**config.mk**
```make
export PLATFORM = sky130hd
export DESIGN_NAME = dma_quad
export DESIGN_NICKNAME = d
export VERILOG_FILES = /design/src/rtl/dma_quad.sv
export SDC_FILE = /design/constraint.sdc
export NUM_CORES = 1
export LEC_CHECK = 0
export ABC_AREA = 0
export BUFFER_PORTS_ARGS = -buffer_cell sky130_fd_sc_hd__buf_2
export CORE_MARGIN = 2
export CORE_UTILIZATION = 30
export DETAILED_ROUTE_END_ITERATION = 10
export MAX_ROUTING_LAYER = met4
export SLEW_MARGIN = 20
export SYNTH_ARGS = -nofsm -noshare
export SYNTH_HDL_FRONTEND = slang
export SYNTH_SLANG_ARGS = --single-unit
```
**constraint.sdc**
```tcl
create_clock -name clk -period 3.1 [get_ports clk]
set_clock_uncertainty 0.15 [all_clocks]
set_input_delay 0.155 -clock clk [delete_from_list [all_inputs] [get_ports clk]]
set_output_delay 0.155 -clock clk [all_outputs]
set_load 0.01 [all_outputs]
```
**src/rtl/dma_quad.sv**
```systemverilog
module dma_quad #(
  parameter int MARK_EVERY = 128
) (
  input  logic       clk,
  input  logic       rst,
  input  logic       reg_cs_n,
  input  logic       reg_wr,
  input  logic       reg_rd,
  input  logic [3:0] reg_sel,
  input  logic [7:0] reg_wdata,
  output logic [7:0] reg_rdata,
  input  logic [3:0] dreq,
  output logic [3:0] dack_n,
  output logic       hold_req,
  input  logic       hold_ack,
  input  logic       ready,
  output logic       bus_en,
  output logic       addr_stb,
  output logic [7:0] addr_lo,
  output logic [7:0] addr_hi,
  output logic       mem_rd_n,
  output logic       mem_wr_n,
  output logic       io_rd_n,
  output logic       io_wr_n,
  output logic       tc,
  output logic       mark
);
  localparam int NCH = 4;
  localparam int AW  = 16;
  localparam int CW  = 14;
  localparam int MW  = $clog2(MARK_EVERY);
  localparam logic [1:0] K_WRITE  = 2'b01;
  localparam logic [1:0] K_READ   = 2'b10;
  localparam logic [3:0] SEL_MODE = 4'b1000;

  typedef enum logic [1:0] {S_IDLE, S_REQ, S_ADDR, S_XFER} state_t;

  state_t         st;
  logic [1:0]     ch;
  logic [NCH-1:0] en;
  logic [AW-1:0]  addr_q [NCH];
  logic [CW-1:0]  cnt_q  [NCH];
  logic [1:0]     kind_q [NCH];
  logic           ff;
  logic [MW-1:0]  xcnt;

  logic [NCH-1:0] pend, pend_nx, en_nx;
  logic [1:0]     pick, rch;
  logic           xf, done, last, acc, wr_ok, rd_ok, chreg;

  assign pend = dreq & en;

  always_comb begin
    pick = '0;
    for (int i = NCH - 1; i >= 0; i--)
      if (pend[i]) pick = 2'(i);
  end

  assign xf      = (st == S_XFER);
  assign done    = xf && ready;
  assign last    = (cnt_q[ch] == '0);
  assign en_nx   = en & ~((done && last) ? (NCH'(1) << ch) : '0);
  assign pend_nx = dreq & en_nx;

  assign acc   = !reg_cs_n && !bus_en;
  assign wr_ok = acc && reg_wr;
  assign rd_ok = acc && reg_rd;
  assign chreg = !reg_sel[3];
  assign rch   = reg_sel[2:1];

  always_comb begin
    if (reg_sel == SEL_MODE)
      reg_rdata = {{(8-NCH){1'b0}}, en};
    else if (reg_sel[3])
      reg_rdata = '0;
    else if (!reg_sel[0])
      reg_rdata = ff ? addr_q[rch][AW-1:8] : addr_q[rch][7:0];
    else
      reg_rdata = ff ? {kind_q[rch], cnt_q[rch][CW-1:8]} : cnt_q[rch][7:0];
  end

  always_ff @(posedge clk) begin
    if (rst) begin
      st   <= S_IDLE;
      ch   <= '0;
      en   <= '0;
      ff   <= 1'b0;
      xcnt <= '0;
      for (int i = 0; i < NCH; i++) begin
        addr_q[i] <= '0;
        cnt_q[i]  <= '0;
        kind_q[i] <= '0;
      end
    end else begin
      case (st)
        S_IDLE: if (|pend) st <= S_REQ;
        S_REQ: begin
          if (!(|pend)) st <= S_IDLE;
          else if (hold_ack) begin
            ch <= pick;
            st <= S_ADDR;
          end
        end
        S_ADDR: st <= S_XFER;
        default: if (ready) st <= (|pend_nx) ? S_REQ : S_IDLE;
      endcase

      if (done) begin
        addr_q[ch] <= addr_q[ch] + 1'b1;
        cnt_q[ch]  <= cnt_q[ch] - 1'b1;
        xcnt       <= xcnt + 1'b1;
      end

      en <= en_nx;
      if (wr_ok && reg_sel == SEL_MODE) begin
        en <= reg_wdata[NCH-1:0];
        ff <= 1'b0;
      end

      if (wr_ok && chreg) begin
        ff <= !ff;
        if (!reg_sel[0]) begin
          if (ff) addr_q[rch][AW-1:8] <= reg_wdata;
          else    addr_q[rch][7:0]    <= reg_wdata;
        end else begin
          if (ff) begin
            kind_q[rch]         <= reg_wdata[7:6];
            cnt_q[rch][CW-1:8]  <= reg_wdata[CW-9:0];
          end else begin
            cnt_q[rch][7:0] <= reg_wdata;
          end
        end
      end else if (rd_ok && chreg) begin
        ff <= !ff;
      end
    end
  end

  assign hold_req = (st != S_IDLE);
  assign bus_en   = (st == S_ADDR) || xf;
  assign addr_stb = (st == S_ADDR);
  assign addr_lo  = bus_en ? addr_q[ch][7:0]    : '0;
  assign addr_hi  = bus_en ? addr_q[ch][AW-1:8] : '0;
  assign mem_rd_n = !(xf && kind_q[ch] == K_READ);
  assign io_wr_n  = !(xf && kind_q[ch] == K_READ);
  assign mem_wr_n = !(xf && kind_q[ch] == K_WRITE);
  assign io_rd_n  = !(xf && kind_q[ch] == K_WRITE);
  assign dack_n   = xf ? ~(NCH'(1) << ch) : '1;
  assign tc       = xf && last;
  assign mark     = xf && (xcnt == MW'(MARK_EVERY - 1));
endmodule

```
Word-level counts from Yosys, hierarchy flattened
Memory sizes are Yosys's and may differ from the RTL's. A register that Yosys moved wholly into a read port is not among the register bits.
Index checks and enable logic that the tools add are counted.

word-level totals
  flip-flop bits (word level) = 16
  RAM bits = 128
  output and inout bits = 37
  word-level logic and storage cells = 126
  memories = 3

memories
  memory  words  bits a word  read ports  clocked after Yosys merged registers in  write ports  line  RTL
  addr_q  4      16           2           1                                        4            41    logic [AW-1:0] addr_q [NCH];
  cnt_q   4      14           2           1                                        4            42    logic [CW-1:0] cnt_q [NCH];
  kind_q  4      2            2           1                                        4            43    logic [1:0] kind_q [NCH];

operators by class
  add/subtract/negate cells = 3
  eq/ne operators = 9
  shift-type cells = 1
  mux-type cells = 67
  bitwise operators = 5
  reduce and logical (&&, ||, !) cells = 33

operator list
  kind                   number
  $mux 8                 7
  $mux 2                 22
  $mux 16                2
  $reduce_or 16->1       2
  $mux 1                 30
  $mux 14                2
  $reduce_or 14->1       2
  $add 16x1->16 const B  1
  $logic_not 14->1       1
  $sub 14x1->14 const B  1
  $and 4x4->4            3
  $logic_and 1x1->1      12
  $mux 4                 3
  $not 4->4              2
  $reduce_or 4->1        2
  $add 7x1->7 const B    1
  $eq 7x7->1 const B     1
  $eq 2x2->1 const B     3
  $logic_not 1->1        6
  $pmux 2 s3             1
  $reduce_and 3->1       2
  $eq 2x1->1 const B     2
  $eq 4x4->1 const B     1
  $reduce_bool 4->1      1
  8 further kinds        8

Longest topological paths before layout
Gate-level depths: netlist (run 1).

  word-level depth = 11
  gate-level depth with buffers = 11
  depth with buffers taken out = 9

Worst setup path after synthesis (run 1)
No wires, ideal clock.

  path kind = register to register
  from = register (tool-made name)
  to = memory cnt_q[0][6] (data pin)
  setup time = 0.264 ns
  data arrival time = 2.338 ns
  required time = 2.686 ns
  setup slack = 0.348 ns
  cell stages (with the launch flop) = 12
  cell sequence = dfxtp_1 -> buf_6 -> buf_6 -> mux4_2 -> inv_1 -> ha_1 -> inv_1 -> nor3_2 -> and2_1 -> xnor2_1 -> a2bb2oi_1 -> nor2_1

RTL lines
  what           line
  end, declared  42

==> out/metrics.cfg, run 1 <==
[status]
status = finished, final reports clean

[synthesis]
synth-edff-count = 128
synthFlopType = edfxtp_1
synth.distinct_cells = 56
syn_area_per_cell_sq_um = 12.1
syn-instance-count = 697
synth_area_sq_um = 8430
ys_ff_latch = 146
ys_async_sr_fraction_pct = 0
syn_nets = 724
ys_warn_count = 0
ys_seq_area_share_pct = 49.9

[pwr]
seqPwrFrac_pct = 46.2
clockPowerShare_pct = 45.2
p_int_mw = 3.74
p_leak_nw = 3.62
switching_share_pct = 23.1
p_comb_share_pct = 8.6
ir_drop_mv = 0.276
pwr_density_cell_nw_per_um2 = 484
p_sw_mw = 1.12

[worst_setup_path]
cp_slowest_cell = nor4_1
cp.depth = 9
worst_ep_required_time_ns = 3.12
r2r_slack_ns = 0.14
cpMostUsedCell = buf_4
worstPathMaxFanout = 10
cp_slowest_stage_delay_ns = 0.53
arrival_ns = 2.98
worstPathCellList = buf_4, mux4_2, buf_4, nand4_1, nor4_1, buf_4, mux2i_1, a21oi_1, nor2_1
cp-end-kind = flip-flop
reg2regPathDepth = 9
path_class = flip-flop to flip-flop
crit_buf_inv = 3
start_kind = flip-flop
r2r-end = addr_q[2][15]
cp_top_family = simple AND/OR/NAND/NOR gates
cp-endpoint = addr_q[2][15]

[route]
highest_layer = met4
wl_per_cell_um = 20.5
drt_first_pass_iters = 5
wl_met2_mm = 12.1
ant_nets = 0
wl_met3_mm = 1.34
wirelength_met1_mm = 10.1
viasPerCell = 5.25
routed_wl_mm = 23.9
drc = 0
vias = 6131
drt_iter0_markers = 574

[grt]
grt_overflow = 0
grt_max_degree = 31
antenna_found_initial = 0
grt_pass1_vias = 5928
grt_usage_pct = 17.1
grt_pass1_wl_mm = 35.9

[cells_and_area]
register_area_sq_um = 4210
nFillCells = 2664
final_nets = 803
multi_input_area_sq_um = 3860
layout-drive-gt1-share_pct = 27.4
syn2layout_area_growth_pct = 19.2
antenna_cells = 0
fin_area_sq_um = 10000

[floorplanning]
rows = 61
fp.dieH_um = 172
ios = 60
design.die.area_sq_um = 29400
core_sq_um = 27700
initial_core_util_pct = 30.4
die_w_um = 172

[sta]
relSlewSlack_pct = 51.8
finalSetupViolations = 0
layout_min_cycle_time_ns = 2.96
rsz0062_at_grt = false
fin_crit_sh_pct = 95.6
final.setup.tns_ns = 0
tightest_slew_ns = 0.716
finalMaxSlewViolations = 0
setup_ws_ns = 0.137
hold_viol = 0
fmax_mhz = 337

[clocking]
clk_pin_slew_ns = 0.06
clock-sinks = 146
cts_tree = yes
cts_buffer_depth = 2
clock_latency_ns = 0.43
cts_buffers = 17
htreeDepth = 4
cts-root-buf = clkbuf_16
cts_setup_buffers = 0
ctsResizeCount = 0

[place]
place_congestion = 0.861
port_buffers = 59
place_area_sq_um = 9340
dp_hpwl_mm = 17.3
dp_slack_ns = 0.230

[run]
drv_cap = 0

[hold_path]
worstHoldPathType = input port to flip-flop

[routing by layer]
layer / vias to the layer above / global-route usage [%]
met5: - / -
met4: 0 / 4.86
met3: 21 / 3.24
met2: 201 / 28.2
met1: 3126 / 21.6
li1: 2783 / -
[cell type report]
type                    count  area share [%]
clock buffers              17            4.23
clock inverters            15            2.04
inverters                  43            1.61
multi-input cells         464            38.5
flip-flops and latches    146            41.9
well taps                 378            4.71
repair buffers            104            7.10
[cell families (layout without fill, tap and decap cells)]
family	after synthesis	in the layout	synth area share, %
flops	146	146	49.9
simple gates	281	281	16.7
fa+ha+maj	4	4	0.594
mux	76	76	19.7
buf+inv	87	179	4.39
xor+xnor	26	26	2.70
compound gates	77	77	6.03
[stage by stage]
| stage | hold WS (ns) | cells | power, mW | util [%] |
|---|---|---|---|---|
| global placement | 0.318 | 1128 | 2.69 | 33.7 |
| floorplan | 0.141 | 697 | 2.53 | - |
| detailed placement | 0.338 | 1128 | 2.70 | 33.7 |
| finish | 0.0214 | 1167 | 4.86 | 36.3 |
| CTS | 0.0126 | 1167 | 4.90 | 36.2 |
| global route | 0.0659 | 1167 | 5.00 | 36.3 |
[Yosys cell counts, types with 4 or more instances]
cell      count  share of area (%)
nand4_1      10               0.74
buf_6         4               0.53
nor4_1        7               0.52
o211ai_1      6               0.53
edfxtp_1    128                 46
and2_1       18                1.3
inv_1        43                1.9
a22oi_1      21                1.9
nand2_1      34                1.5
ha_1          4               0.59
o22ai_1       4               0.30
buf_1         7               0.31
a31o_2        4               0.42
nor3_1        7               0.42
nand3_1      26                1.5
buf_2         5               0.30
dfxtp_1      18                4.3
nand2b_1     18                1.3
xor2_1       14                1.5
and3_1        4               0.30
nor2_1      118                5.3
a21oi_1      19                1.1
mux4_2       72                 19
nand3b_1      6               0.53
xnor2_1      12                1.2
o21ai_0      10               0.59
nor2b_1       7               0.52
clkbuf_1     26                1.2
[worst register-to-register path, stage by stage, from the launching register on]
cell and delay, ns:
dfxtp_1 0.49, buf_4 0.26, mux4_2 0.23, buf_4 0.14, nand4_1 0.30, nor4_1 0.53, buf_4 0.20, mux2i_1 0.07
a21oi_1 0.27, nor2_1 0.07
[sequential cells by signal (all words and copies together) (netlist names), named ones only]
signal	count
addr_q	64
cnt_q	56
kind_q	8
xcnt	7
en	4
ch	2
st	2
ff	1
[worst min path at each step]
stage                       from  endpoint  slack [ns]  cells past startpoint
global route              reg_rd        ff        0.07                      4
CTS                       reg_rd        ff        0.01                      4
finish                    reg_rd        ff        0.02                      4
floorplan           reg_wdata[1]     en[1]        0.14                      2
detailed placement       xcnt[6]   xcnt[6]        0.34                      2
global placement         xcnt[6]   xcnt[6]        0.32                      2
[repair_timing]
action                                 in CTS  in global routing
setup endpoints to repair                   0                  0
endpoints found under the hold margin       6                  0
hold buffers                                7                  0
[layout by cell type (no fill, tap or decap), drive strengths merged, types with 9 or more instances in the layout]
cell type	instances
nand2b	18
xnor2	12
edfxtp	128
inv	46
nand2	34
buf	97
nor2	119
o21ai	13
mux4	72
dfxtp	18
nand4	10
a21oi	19
and2	18
nand3	26
clkbuf	17
nor3	9
a22oi	21
xor2	14
[power by group through the flow]
| stage | Sequential, mW | Clock [mW] | Combinational (mW) |
|---|---|---|---|
| floorplan | 2.27 | 0 | 0.259 |
| global placement | 2.28 | 0 | 0.409 |
| detailed placement | 2.29 | 0 | 0.411 |
| CTS | 2.25 | 2.24 | 0.419 |
| global route | 2.25 | 2.31 | 0.442 |
| finish | 2.25 | 2.20 | 0.418 |
No activity file was read; power rests on OpenSTA's default activity.
==> run 2: changes to the inputs <==
- CORE_ASPECT_RATIO: default -> 1.5
==> run 2 against run 1 <==
Compared with the run above: global-route usage up 0.55 points; clock power is 5% lower; critical endpoint is now addr_q[2][7]; clock-buffer cell count stayed put; total power decreased by 2.5%; hold slack got worse by 0.0039 ns; cell area down 0.52%; sequential share of layout area grew 0.26 points; register-to-register slack improved by 0.07 ns; non-clock buffer count increased by 6.
==> out/metrics.cfg, run 2 (same netlist as run 1, synthesis figures left out) <==
[cells_and_area]
largest_register_ffs = 64  ; unchanged
layout-drive-gt1-share_pct = 28.2  ; +0.80 points
regMostFlops = addr_q
fin_cells = 1141  ; -2.2%
biggestRegsByFlops = addr_q: 64 flops, cnt_q: 56 flops, kind_q: 8 flops
final_nets = 809  ; +0.75%
mostFrequentLayoutCells = edfxtp_1, nor2_1, mux4_2
final_common_cell = edfxtp_1
syn2layout_area_growth_pct = 18.6
antenna_cells = 0  ; unchanged

[sta]
fin_crit_sh_pct = 94.7  ; -0.87 points
final.setup.tns_ns = 0  ; unchanged
relSlewSlack_pct = 43.7  ; -8.1 points
hold_ws_ns = 0.0175  ; -0.00385 ns
hold_viol = 0  ; unchanged
rsz0062_at_grt = false
finalMaxSlewViolations = 0  ; unchanged
fmax_mhz = 341  ; +0.92%
finalSetupViolations = 0  ; unchanged
tightest_slew_ns = 0.832  ; +0.116 ns
layout_min_cycle_time_ns = 2.94  ; -0.0271 ns

[worst_setup_path]
cp_slowest_cell = dlygate4sd3_1
worstPathCellList = dlygate4sd3_1, buf_2, nand2b_1, nor4_1, nand2b_1, o22ai_1, buf_4, nand3_1, nand2b_1
cpMostUsedCell = nand2b_1
worstPathMaxFanout = 12  ; +2
path_class = input port to flip-flop
start_kind = input port
cp-end-kind = flip-flop
arrival_ns = 2.87  ; -0.11 ns
cp_slowest_stage_delay_ns = 0.53  ; about the same
worst_ep_required_time_ns = 3.04  ; -0.08 ns

[pwr]
p_leak_nw = 3.65  ; +0.65%
clockPowerShare_pct = 43.8  ; -1.4 points
p_sw_mw = 1.21  ; +7.9%
seqPwrFrac_pct = 47.3  ; +1.1 points
p_int_mw = 3.53  ; -5.6%
pwr_density_cell_nw_per_um2 = 474  ; -2.0%
switching_share_pct = 25.5  ; +2.5 points
ir_drop_mv = 0.372  ; +35%
p_comb_share_pct = 8.9  ; +0.3 points

[clocking]
cts_tree = yes
clock-sinks = 146  ; unchanged
cts-root-buf = clkbuf_16
clk_pin_slew_ns = 0.07  ; about the same
clock_latency_ns = 0.45  ; +0.02 ns
htreeDepth = 4  ; unchanged
cts_buffer_depth = 2  ; unchanged
cts_buffers = 17  ; unchanged

[route]
drt_iter0_markers = 532  ; -7.3%
highest_layer = met4
drc = 0  ; unchanged
vias = 6185  ; +0.88%
routed_wl_mm = 24.6  ; +2.8%
wirelength_met1_mm = 8.76  ; -13%
wl_met3_mm = 1.46  ; +8.8%
ant_nets = 0  ; unchanged
wl_per_cell_um = 21.6  ; +5.1%
wl_met2_mm = 13.2  ; +9.4%
viasPerCell = 5.42  ; +3.2%
drt_first_pass_iters = 6  ; +1

[grt]
grt_usage_pct = 17.7  ; +0.55 points
grt_pass1_wl_mm = 37.4  ; +4.1%
grt_pass1_vias = 6307  ; +6.4%
antenna_found_initial = 0  ; unchanged
grt_overflow = 0  ; unchanged
grt_max_degree = 42  ; +35%

[floorplanning]
core_sq_um = 27800  ; +0.26%
initial_core_util_pct = 30.3  ; -0.078 points
ios = 60  ; unchanged
design.die.area_sq_um = 29500  ; about the same
die_w_um = 141  ; -18%
fp.dieH_um = 209  ; +22%
rows = 75  ; +23%

[place]
dp_hpwl_mm = 18.1  ; +5.0%
dp_cells = 1102  ; -2.3%
port_buffers = 59  ; unchanged
place_congestion = 0.958  ; +11%

[status]
status = finished, final reports clean

[hold_path]
worstHoldPathType = input port to flip-flop

[run]
drv_cap = 0  ; unchanged

[run 2: changes by cell type in the layout (fill, tap and decap cells not counted), sizes merged]
| cell | previous run | this run |
|---|---|---|
| buf | 97 | 103 |
| bufinv | 4 | 1 |
| clkinv | 3 | 2 |
| clkinvlp | 5 | 1 |
| inv | 46 | 54 |
[run 2: worst max-delay path, delay by kind of cell]
kind	cells	cell delay [ns]
buffers and inverters	3	0.93
AO/OA/AOI/OAI	1	0.43
AND/OR/NAND/NOR	5	1.36
[run 2: layer usage]
layer | track usage [%] | up-vias
li1 | - | 2793
met1 | 18.8 | 3080
met2 | 31.3 | 260
met3 | 2.85 | 52
met4 | 9.41 | 0
met5 | - | -
[run 2: final timing paths]
| kind | start | end | slack [ns] | depth (start not counted) |
|---|---|---|---|---|
| setup / recovery | reg_sel[3] | addr_q[2][7] | 0.16 | 9 |
| setup reg to reg | flip-flop | cnt_q[0][12] | 0.21 | 9 |
| hold reg to reg | xcnt[6] | xcnt[6] | 0.34 | 2 |
| hold / removal | dreq[2] | st[0] | 0.02 | 4 |
[run 2: power groups by stage]
stage	Combinational [mW]	Sequential [mW]	Clock (mW)
CTS	0.421	2.25	2.09
finish	0.421	2.24	2.08
floorplan	0.259	2.27	0
global placement	0.410	2.28	0
global route	0.445	2.25	2.17
detailed placement	0.413	2.29	0
[run 2: what timing repair did]
action,4_1_cts,5_1_grt
gates resized for setup,0,4
buffers inserted,0,0
hold buffers,7,0
endpoints found under the setup margin,0,8
hold endpoints to repair,6,0
[run 2: per-stage QoR]
step                area (sq um)  util [%]  setup slack [ns]  power, mW
floorplan                   8430         -             0.348       2.53
global placement            9320      33.6            0.0921       2.69
detailed placement          9320      33.6            0.0856       2.70
CTS                         9980      35.9            0.0631       4.76
global route               10000      36.0            0.0195       4.87
finish                     10000      36.0             0.164       4.74
[run 2: area by class of cell]
cell class / count / area [sq um]
clock buffers: 17 / 425
clock inverters: 15 / 160
fillers: 2707 / 17800
inverters: 43 / 161
multi-input cells: 464 / 3870
flip-flops and latches: 146 / 4210
well taps: 346 / 433
repair buffers: 110 / 733
